$ cat config.mk
export PLATFORM = sky130hd
export DESIGN_NAME = ddr_init_seq
export DESIGN_NICKNAME = d
export VERILOG_FILES = /design/src/rtl/ddr_init_pkg.sv /design/src/rtl/ddr_init_timer.sv /design/src/rtl/ddr_init_modeaddr.sv /design/src/rtl/ddr_init_rankbase.sv /design/src/rtl/ddr_init_seq.sv
export SDC_FILE = /design/constraint.sdc
export NUM_CORES = 1
export LEC_CHECK = 0
export BUFFER_PORTS_ARGS = -buffer_cell sky130_fd_sc_hd__clkbuf_2
export CAP_MARGIN = 10
export CORE_ASPECT_RATIO = 0.9
export CORE_MARGIN = 4
export CORE_UTILIZATION = 45
export CTS_CLUSTER_DIAMETER = 150
export DETAILED_ROUTE_END_ITERATION = 10
export GPL_TIMING_DRIVEN = 0
export PLACE_DENSITY = 0.68
export SLEW_MARGIN = 20
export SYNTH_ARGS = -nofsm -noshare
export SYNTH_HDL_FRONTEND = slang
export SYNTH_SLANG_ARGS = --single-unit
$ cat constraint.sdc
create_clock -name clk -period 2.5 [get_ports clk]
set_input_delay 0 -clock clk [delete_from_list [all_inputs] [get_ports clk]]
set_output_delay 0 -clock clk [all_outputs]
set_load 0.02 [all_outputs]
$ cat src/rtl/ddr_init_pkg.sv
package ddr_init_pkg;

    typedef enum logic [2:0] {
        CMD_NORMAL  = 3'b000,
        CMD_NOP     = 3'b001,
        CMD_PREALL  = 3'b010,
        CMD_MRS     = 3'b011,
        CMD_REFRESH = 3'b100
    } ddr_cmd_e;

    typedef enum logic [3:0] {
        ST_IDLE,
        ST_GAP,
        ST_NOP,
        ST_PRE_A,
        ST_EMRS,
        ST_DLLRST,
        ST_PRE_B,
        ST_REFRESH,
        ST_MODESET,
        ST_NORMAL,
        ST_DONE
    } seq_state_e;

    // offsets of the two setup mode-register writes
    localparam logic [31:0] OFS_EXT_MODE  = 32'h0000_2000;
    localparam logic [31:0] OFS_DLL_RESET = 32'h0000_0800;

    localparam int MRS_OFS_W = 10;

endpackage

$ cat src/rtl/ddr_init_timer.sv
module ddr_init_timer #(
    parameter int CNT_W = 16
) (
    input  logic             clk,
    input  logic             rst_n,
    input  logic             load,
    input  logic [CNT_W-1:0] load_val,
    output logic             expire
);
    logic [CNT_W-1:0] cnt;

    always_ff @(posedge clk) begin
        if (!rst_n) begin
            cnt <= '0;
        end else if (load) begin
            cnt <= load_val;
        end else if (cnt != '0) begin
            cnt <= cnt - CNT_W'(1);
        end
    end

    assign expire = (cnt == CNT_W'(1));

endmodule

$ cat src/rtl/ddr_init_modeaddr.sv
module ddr_init_modeaddr
    import ddr_init_pkg::*;
#(
    parameter logic       BURST_TYPE = 1'b1,
    parameter logic [2:0] BL_CODE    = 3'b010
) (
    input  logic [1:0]           cas_sel,
    output logic [MRS_OFS_W-1:0] mrs_ofs
);
    logic [2:0] cl_code;

    always_comb begin
        unique case (cas_sel)
            2'd0: cl_code = 3'b010;   // CL2
            2'd1: cl_code = 3'b110;   // CL2.5
            2'd2: cl_code = 3'b011;   // CL3
            2'd3: cl_code = 3'b101;   // CL1.5
            default: cl_code = 3'b010;
        endcase
    end

    // low three bits select a byte in the 64-bit word
    assign mrs_ofs = {cl_code, BURST_TYPE, BL_CODE, 3'b000};

endmodule

$ cat src/rtl/ddr_init_rankbase.sv
module ddr_init_rankbase #(
    parameter int RANKS  = 2,
    parameter int END_W  = 8,
    parameter int ADDR_W = 32,
    parameter int SHIFT  = 24,
    localparam int BND_N = (RANKS > 1) ? RANKS - 1 : 1
) (
    input  logic [BND_N*END_W-1:0] bound,
    output logic [ADDR_W-1:0]      base [RANKS]
);
    for (genvar k = 0; k < RANKS; k++) begin : g_rank
        if (k == 0) begin : g_first
            assign base[k] = '0;
        end else begin : g_next
            assign base[k] = ADDR_W'(bound[(k-1)*END_W +: END_W]) << SHIFT;
        end
    end

endmodule

$ cat src/rtl/ddr_init_seq.sv
module ddr_init_seq
    import ddr_init_pkg::*;
#(
    parameter int         MAX_RANKS  = 2,
    parameter int         END_W      = 8,
    parameter int         ADDR_W     = 32,
    parameter int         BASE_SHIFT = 24,
    parameter int         PWRUP_CYC  = 25000,
    parameter int         MRD_CYC    = 125,
    parameter int         RFC_CYC    = 12500,
    parameter int         CMD_CYC    = 4,
    parameter int         NUM_REF    = 8,
    parameter logic       BURST_TYPE = 1'b1,
    parameter logic [2:0] BL_CODE    = 3'b010
) (
    input  logic                                                 clk,
    input  logic                                                 rst_n,
    input  logic                                                 start,
    input  logic [$clog2(MAX_RANKS+1)-1:0]                       rank_cnt,
    input  logic [1:0]                                           cas_sel,
    input  logic [((MAX_RANKS > 1) ? MAX_RANKS-1 : 1)*END_W-1:0] rank_bound,
    output logic [2:0]                                           cmd,
    output logic [ADDR_W-1:0]                                    cmd_addr,
    output logic                                                 cmd_vld,
    output logic                                                 done
);
    localparam int RC_W   = $clog2(MAX_RANKS + 1);
    localparam int RI_W   = (MAX_RANKS > 1) ? $clog2(MAX_RANKS) : 1;
    localparam int BND_W  = ((MAX_RANKS > 1) ? MAX_RANKS - 1 : 1) * END_W;
    localparam int G_PWR  = (PWRUP_CYC < 2) ? 2 : PWRUP_CYC;
    localparam int G_MRD  = (MRD_CYC   < 2) ? 2 : MRD_CYC;
    localparam int G_RFC  = (RFC_CYC   < 2) ? 2 : RFC_CYC;
    localparam int G_CMD  = (CMD_CYC   < 2) ? 2 : CMD_CYC;
    localparam int G_MAX1 = (G_PWR > G_RFC) ? G_PWR : G_RFC;
    localparam int G_MAX2 = (G_MRD > G_CMD) ? G_MRD : G_CMD;
    localparam int G_MAX  = (G_MAX1 > G_MAX2) ? G_MAX1 : G_MAX2;
    localparam int TW     = $clog2(G_MAX + 1);
    localparam int RFW    = $clog2(NUM_REF + 1);

    seq_state_e              state, resume;
    logic [RI_W-1:0]         rank_idx;
    logic [RFW-1:0]          ref_cnt;
    logic [RC_W-1:0]         ranks_l;
    logic [1:0]              cas_l;
    logic [BND_W-1:0]        bound_l;

    logic                    tmr_load;
    logic [TW-1:0]           tmr_val;
    logic                    tmr_expire;
    logic [MRS_OFS_W-1:0]    mrs_ofs;
    logic [ADDR_W-1:0]       base_arr [MAX_RANKS];
    logic [ADDR_W-1:0]       base;
    logic                    last_rank;
    logic                    last_ref;

    function automatic logic [RC_W-1:0] clamp_ranks(input logic [RC_W-1:0] n);
        if (n == '0) begin
            return RC_W'(1);
        end else if (int'(n) > MAX_RANKS) begin
            return RC_W'(MAX_RANKS);
        end else begin
            return n;
        end
    endfunction

    ddr_init_timer #(.CNT_W(TW)) u_timer (
        .clk      (clk),
        .rst_n    (rst_n),
        .load     (tmr_load),
        .load_val (tmr_val),
        .expire   (tmr_expire)
    );

    ddr_init_modeaddr #(.BURST_TYPE(BURST_TYPE), .BL_CODE(BL_CODE)) u_modeaddr (
        .cas_sel (cas_l),
        .mrs_ofs (mrs_ofs)
    );

    ddr_init_rankbase #(
        .RANKS  (MAX_RANKS),
        .END_W  (END_W),
        .ADDR_W (ADDR_W),
        .SHIFT  (BASE_SHIFT)
    ) u_rankbase (
        .bound (bound_l),
        .base  (base_arr)
    );

    assign base      = base_arr[rank_idx];
    assign last_rank = (RC_W'(rank_idx) == (ranks_l - RC_W'(1)));
    assign last_ref  = (ref_cnt == RFW'(NUM_REF - 1));

    // state register and sequencing bookkeeping
    always_ff @(posedge clk) begin
        if (!rst_n) begin
            state    <= ST_IDLE;
            resume   <= ST_IDLE;
            rank_idx <= '0;
            ref_cnt  <= '0;
            ranks_l  <= RC_W'(1);
            cas_l    <= '0;
            bound_l  <= '0;
        end else begin
            unique case (state)
                ST_IDLE: begin
                    if (start) begin
                        ranks_l  <= clamp_ranks(rank_cnt);
                        cas_l    <= cas_sel;
                        bound_l  <= rank_bound;
                        rank_idx <= '0;
                        ref_cnt  <= '0;
                        resume   <= ST_NOP;
                        state    <= ST_GAP;
                    end
                end
                ST_GAP: begin
                    if (tmr_expire) begin
                        state <= resume;
                    end
                end
                ST_NOP: begin
                    resume <= ST_PRE_A;
                    state  <= ST_GAP;
                end
                ST_PRE_A: begin
                    resume <= ST_EMRS;
                    state  <= ST_GAP;
                end
                ST_EMRS: begin
                    resume <= ST_DLLRST;
                    state  <= ST_GAP;
                end
                ST_DLLRST: begin
                    resume <= ST_PRE_B;
                    state  <= ST_GAP;
                end
                ST_PRE_B: begin
                    ref_cnt <= '0;
                    resume  <= ST_REFRESH;
                    state   <= ST_GAP;
                end
                ST_REFRESH: begin
                    ref_cnt <= ref_cnt + RFW'(1);
                    resume  <= last_ref ? ST_MODESET : ST_REFRESH;
                    state   <= ST_GAP;
                end
                ST_MODESET: begin
                    resume <= ST_NORMAL;
                    state  <= ST_GAP;
                end
                ST_NORMAL: begin
                    if (last_rank) begin
                        state <= ST_DONE;
                    end else begin
                        rank_idx <= rank_idx + RI_W'(1);
                        resume   <= ST_NOP;
                        state    <= ST_GAP;
                    end
                end
                ST_DONE: begin
                    state <= ST_IDLE;
                end
                default: begin
                    state <= ST_IDLE;
                end
            endcase
        end
    end

    // outputs and spacing reload
    always_comb begin
        cmd      = CMD_NORMAL;
        cmd_addr = '0;
        cmd_vld  = 1'b0;
        done     = 1'b0;
        tmr_load = 1'b0;
        tmr_val  = '0;
        unique case (state)
            ST_IDLE: begin
                if (start) begin
                    tmr_load = 1'b1;
                    tmr_val  = TW'(G_PWR - 1);
                end
            end
            ST_GAP: begin
            end
            ST_NOP: begin
                cmd_vld  = 1'b1;
                cmd      = CMD_NOP;
                cmd_addr = base;
                tmr_load = 1'b1;
                tmr_val  = TW'(G_CMD - 1);
            end
            ST_PRE_A, ST_PRE_B: begin
                cmd_vld  = 1'b1;
                cmd      = CMD_PREALL;
                cmd_addr = base;
                tmr_load = 1'b1;
                tmr_val  = TW'(G_CMD - 1);
            end
            ST_EMRS: begin
                cmd_vld  = 1'b1;
                cmd      = CMD_MRS;
                cmd_addr = base + ADDR_W'(OFS_EXT_MODE);
                tmr_load = 1'b1;
                tmr_val  = TW'(G_MRD - 1);
            end
            ST_DLLRST: begin
                cmd_vld  = 1'b1;
                cmd      = CMD_MRS;
                cmd_addr = base + ADDR_W'(OFS_DLL_RESET);
                tmr_load = 1'b1;
                tmr_val  = TW'(G_MRD - 1);
            end
            ST_REFRESH: begin
                cmd_vld  = 1'b1;
                cmd      = CMD_REFRESH;
                cmd_addr = base;
                tmr_load = 1'b1;
                tmr_val  = TW'(G_RFC - 1);
            end
            ST_MODESET: begin
                cmd_vld  = 1'b1;
                cmd      = CMD_MRS;
                cmd_addr = base + ADDR_W'(mrs_ofs);
                tmr_load = 1'b1;
                tmr_val  = TW'(G_CMD - 1);
            end
            ST_NORMAL: begin
                cmd_vld  = 1'b1;
                cmd      = CMD_NORMAL;
                cmd_addr = base;
                if (!last_rank) begin
                    tmr_load = 1'b1;
                    tmr_val  = TW'(G_CMD - 1);
                end
            end
            ST_DONE: begin
                done = 1'b1;
            end
            default: begin
            end
        endcase
    end

endmodule

Word level (Yosys, flattened, before mapping)
Index checks and enable logic that the tools add are counted.
- equality and inequality tests: 19
- reductions and logical operators: 20
- multiplexer cells: 31
- bitwise logic cells: 1
- add/subtract/negate cells: 7
- order comparisons: 2
- operator list (operator ; count):
    case mux 32 bit (4 select lines) ; 1
    two-way mux 32 bit ; 3
    case mux 15 bit (5 select lines) ; 1
    two-way mux 15 bit ; 3
    case mux 4 bit (9 select lines) ; 1
    adder 32 x 10 -> 32 bit ; 1
    adder 32 x 12 -> 32 bit (second input constant) ; 1
    adder 32 x 14 -> 32 bit (second input constant) ; 1
    two-way mux 4 bit ; 7
    case mux 3 bit (4 select lines) ; 2
    equality test 4 x 3 -> 1 bit (second input constant) ; 5
    case mux 4 bit (4 select lines) ; 1
    equality test 15 x 1 -> 1 bit (second input constant) ; 1
    nonzero test 15 bit ; 1
    subtractor 15 x 1 -> 15 bit (second input constant) ; 1
    equality test 4 bit (second input constant) ; 3
    case mux 4 bit (3 select lines) ; 1
    nonzero test 9 bit ; 1
    equality test 4 x 2 -> 1 bit (second input constant) ; 2
    OR reduction 8 bit ; 1
    OR reduction 7 bit ; 1
    two-way mux 1 bit ; 6
    two-way mux 2 bit ; 3
    inequality test 2 bit (second input constant) ; 3
    other kinds (22) ; 29
- flip-flop bits (word level): 40
- output and inout port bits: 37

Depth between registers and ports, before layout
- depth in word-level cells: 6
- depth in mapped cells: 7
- depth with buffers taken out: 6

Modules after synthesis
A second synthesis with hierarchy kept.
- cell total of the unflattened synthesis: 743
- area total of the unflattened synthesis: 5595.4 um^2
- by module, submodules not included (module ; cells each ; seq. area each (um^2) ; instances ; area an instance (um^2)):
    ddr_init_seq ; 559 ; 500.5 ; 1 ; 4161.5
    ddr_init_timer ; 107 ; 300.3 ; 1 ; 878.3
    ddr_init_rankbase ; 65 ; 0.0 ; 1 ; 484.2
    ddr_init_modeaddr ; 12 ; 0.0 ; 1 ; 71.3

Worst setup path before layout
No wires, ideal clock.
- path type: reg2reg
- start: reg u_timer.cnt[0]
- end: reg u_timer.cnt[9]
- setup time: 71 ps
- clock period less this slack: 1792 ps
- arrival time: 1721 ps
- buffers on the path: 1
- setup slack: 708 ps
- stages on the path, launching flop included: 8
- cell sequence: dfxtp_1 inv_1 ha_1 nor4b_1 and4_1 buf_2 or4_1 a21oi_1
- longest elaborated chain between the ends: 3
- elaborated cells between the ends (all ways): 5
- ends and longest elaborated chain (what ; line ; source):
    from (decl) ; ddr_init_timer.sv:10 ; logic [CNT_W-1:0] cnt;
    from (signal assigned) ; ddr_init_timer.sv:16 ; cnt <= load_val;
    from (signal assigned) ; ddr_init_timer.sv:18 ; cnt <= cnt - CNT_W'(1);
    subtractor 15 x 1 -> 15 bit ; ddr_init_timer.sv:18 ;
    two-way mux 15 bit ; ddr_init_timer.sv:17 ; end else if (cnt != '0) begin
    two-way mux 15 bit ; ddr_init_timer.sv:15 ; end else if (load) begin
Several ways; a longest one is shown, not always the timed one. The select of a mux whose other input is x is not followed.
A chain may end at the register's enable or synchronous reset.

Worst setup path in the final report
- start: reg state[1]
- end: out cmd_addr[28]
- longest elaborated chain between the ends: 3
- elaborated cells between the ends (all ways): 10
- ends and longest elaborated chain (what ; line ; source):
    from (decl) ; ddr_init_seq.sv:40 ; seq_state_e state, resume;
    from (signal assigned) ; ddr_init_seq.sv:118 ; state <= resume;
    equality test 4 bit, or another cell as far along ; ddr_init_seq.sv:178 ; unique case (state)
    OR reduction 5 bit (no line) ; -- ;
    case mux 32 bit (4 select lines) (*) ; ddr_init_seq.sv:178 ;
    to (decl) ; ddr_init_seq.sv:23 ; output logic [ADDR_W-1:0] cmd_addr,
Mark *: on every way between the ends. The rest lies on a longest branch, timed or not.

==> results.json <==
{
  "holdPathStages": 3,
  "synth_area_leaders": "dfxtp_1 (33%), nand2_1 (6.4%), buf_4 (5.6%)",
  "avgSynthCellArea_um2": 8.02,
  "fin_ws_ns": 0.334,
  "grt_util_met3_pct": 4.56,
  "worst_pin_slew_ns": 0.828,
  "path_buf_inv": 2,
  "initial_core_util_pct": 48.0,
  "numPortBuffers": 33,
  "wl_per_cell_um": 13.5,
  "clockPowerShare_pct": 21.1,
  "htreeDepth": 2,
  "met2_usage_pct": 28.6,
  "pwr-share-seq_pct": 35.4,
  "grt_pass1_vias": 2111,
  "ys_async_sr_fraction_pct": 0,
  "drcViolationCount": 0,
  "row_count": 24,
  "dp.cells": 414,
  "switching_share_pct": 39.4,
  "power.total_mw": 2.53,
  "status": "complete, no violations",
  "antenna_found_initial": 0,
  "grt-busiest-layer": "met2",
  "ys_ff_latch": 40,
  "num_antenna_cells": 0,
  "seq_area_frac_synth_pct": 33.3,
  "cp_data_arrival_time_ns": 2.17,
  "overflow": 0,
  "routed_wl_mm": 5.86,
  "irDropWorstVdd_mv": 0.435,
  "worstPathMaxFanout": 10,
  "cts_setup_buffers": 0,
  "drive_gt1_share_pct": 20.4,
  "syn2layout_area_growth_pct": 21.9,
  "tritoncts": "done",
  "gp_congestion": 0.816,
  "clk_latency_ns": 0.29,
  "numClockSinks": 40,
  "grt_start_max_net_pins": 14,
  "ios": 52,
  "die_area_um2": 6590,
  "setup_viol": 0,
  "vias": 2302,
  "placed_area_um2": 2710,
  "hp-class": "in -> reg",
  "fillCellCount": 472,
  "fin_crit_ns": 2.17,
  "final-max-slew-violation-count": 0,
  "syn_inst": 300,
  "clk_path_buf_depth": 2,
  "crit_type": "reg -> out",
  "critPathRequiredTime_ns": 2.50,
  "pwr_density_cell_nw_per_um2": 863,
  "grt_use_total_pct": 18.0,
  "fin_nets": 385,
  "die_w_um": 85.1,
  "core_um2": 5010,
  "tns_ns": 0,
  "die_h_um": 77.4,
  "clockRootBuffer": "clkbuf_8",
  "p_switching_mw": 0.999,
  "p_leak_nw": 1.28,
  "start_kind": "flop",
  "max_stage_delay_ns": 0.68,
  "antenna_left": 0,
  "synth_flop_cell": "dfxtp_1",
  "critPathTopFamily": "XOR/XNOR gates",
  "cts_made_buffers": 5,
  "crit_slowest_cell": "xnor2_1",
  "max-slew-margin-rel_pct": 44.4,
  "cts_hold_buf": 11,
  "synth_largest_area_cell": "dfxtp_1",
  "period_share_pct": 86.6,
  "max_freq_ghz": 0.462,
  "r2r_cells": 5,
  "worst-path-stages": 5,
  "max-cap-violations": 0,
  "critPathCaptureType": "output pin",
  "synth_warnings": 0,
  "dp_hpwl_mm": 4.24,
  "path_clk_slew_ns": 0.08,
  "finalHoldViolCount": 0,
  "cts_resized": 0,
  "power.combinational.fraction_pct": 43.5,
  "clock_skew_ns": 0.00358,
  "first_pass_iters": 4,
  "power.internal_mw": 1.53,
  "post-place-ws_ns": 0.491,
  "stdcell_count": 433,
  "fin_area_um2": 2940,
  "synth_cell_type_count": 59,
  "synth_area_um2": 2410,
  "path_cells": "clkbuf_1 -> nor2_1 -> xnor2_1 -> and3_1 -> clkbuf_2",
  "grt_pass1_wl_mm": 9.80,
  "rsz0062_at_grt": "no",
  "synth.top_cell.area_share_pct": 33.3,
  "drt_iter0_drc": 154,
  "routed_via_density": 5.32,
  "whs_ns": 0.0659,
  "final_util_pct": 58.5,
  "synth-edff-count": 0,
  "met1_usage_pct": 25.0
}
-- cells by family after synthesis --
| logic type | share of synthesized area, % |
|---|---|
| other | 0.156 |
| DFF | 33.3 |
| buffers and inverters | 10.9 |
| xor gates and xnor gates | 3.27 |
| and+or+nand+nor | 29.3 |
| adders and majority gates | 1.56 |
| AOI/OAI and AO/OA | 21.6 |
-- path summary, 6_finish.rpt --
path | start | slack, ns | to
worst min-delay path | rst_n | 0.07 | u_timer.cnt[5]
worst max-delay path | state[1] | 0.33 | cmd_addr[28]
worst max register to register | state[3] | 0.40 | u_timer.cnt[1]
worst min register to register | resume[2] | 0.46 | state[2]
-- metal layers --
| layer | vias up | part of all wire, % |
|---|---|---|
| met4 | 0 | 0.67 |
| li1 | 1169 | - |
| met5 | - | 0 |
| met1 | 1073 | 49 |
| met2 | 56 | 45 |
| met3 | 4 | 5.9 |
-- flip-flops by register name, summed over array words and instances (netlist names) --
register and flops:
bound_l 8, cas_l 2, rank_idx 1, ranks_l 2, ref_cnt 4, resume 4
state 4, u_timer.cnt 15
-- placed cells by master, fill, tap and decap left out, drive strengths merged, types with 3 or more instances in the layout --
| cell | instances |
|---|---|
| nor3 | 3 |
| a21oi | 17 |
| o21a | 4 |
| o211ai | 3 |
| a21boi | 16 |
| nand2 | 41 |
| and2 | 3 |
| clkbuf | 51 |
| o21ai | 8 |
| and3 | 13 |
| buf | 24 |
| xor2 | 5 |
| ha | 3 |
| dfxtp | 40 |
| inv | 7 |
| nor2b | 6 |
| conb | 17 |
| nand3 | 14 |
| xnor2 | 4 |
| nor4 | 5 |
| nand4 | 5 |
| dlygate4sd3 | 11 |
| nor2 | 19 |
| o31ai | 9 |
-- synth_stat cells (all sizes together) (6+ instances only) --
cell	number
buf	24
nand2	41
nor2b	6
o31ai	9
clkbuf	13
nor2	19
inv	7
and3	13
o21ai	8
a21oi	17
a21boi	16
dfxtp	40
nand3	14
-- power by group through the flow --
stage / Combinational (mW) / Sequential [mW] / Clock, mW
after floorplan: 0.883 / 0.881 / 0
after global placement: 1.07 / 0.903 / 0
after detailed placement: 1.08 / 0.909 / 0
after CTS: 1.10 / 0.895 / 0.546
after global routing: 1.23 / 0.918 / 0.571
final: 1.10 / 0.896 / 0.535
-- final cells by class --
class | count | area (um^2) | share of cell area (%)
multi-input combinational | 232 | 1410 | 47.9
sequential | 40 | 801 | 27.3
timing repair buffer | 44 | 275 | 9.38
buffer | 37 | 235 | 8.01
tap | 65 | 81.3 | 2.77
clock buffer | 5 | 68.8 | 2.34
clock inverter | 3 | 42.5 | 1.45
inverter | 7 | 26.3 | 0.895
-- worst reg2reg max path, stage by stage (launching register included) --
cell and delay [ns]:
dfxtp_1 0.38, clkbuf_1 0.33, clkbuf_1 0.41, nand4_2 0.36, nand3_1 0.36, o32ai_1 0.15
No activity file was read; power rests on OpenSTA's default activity.
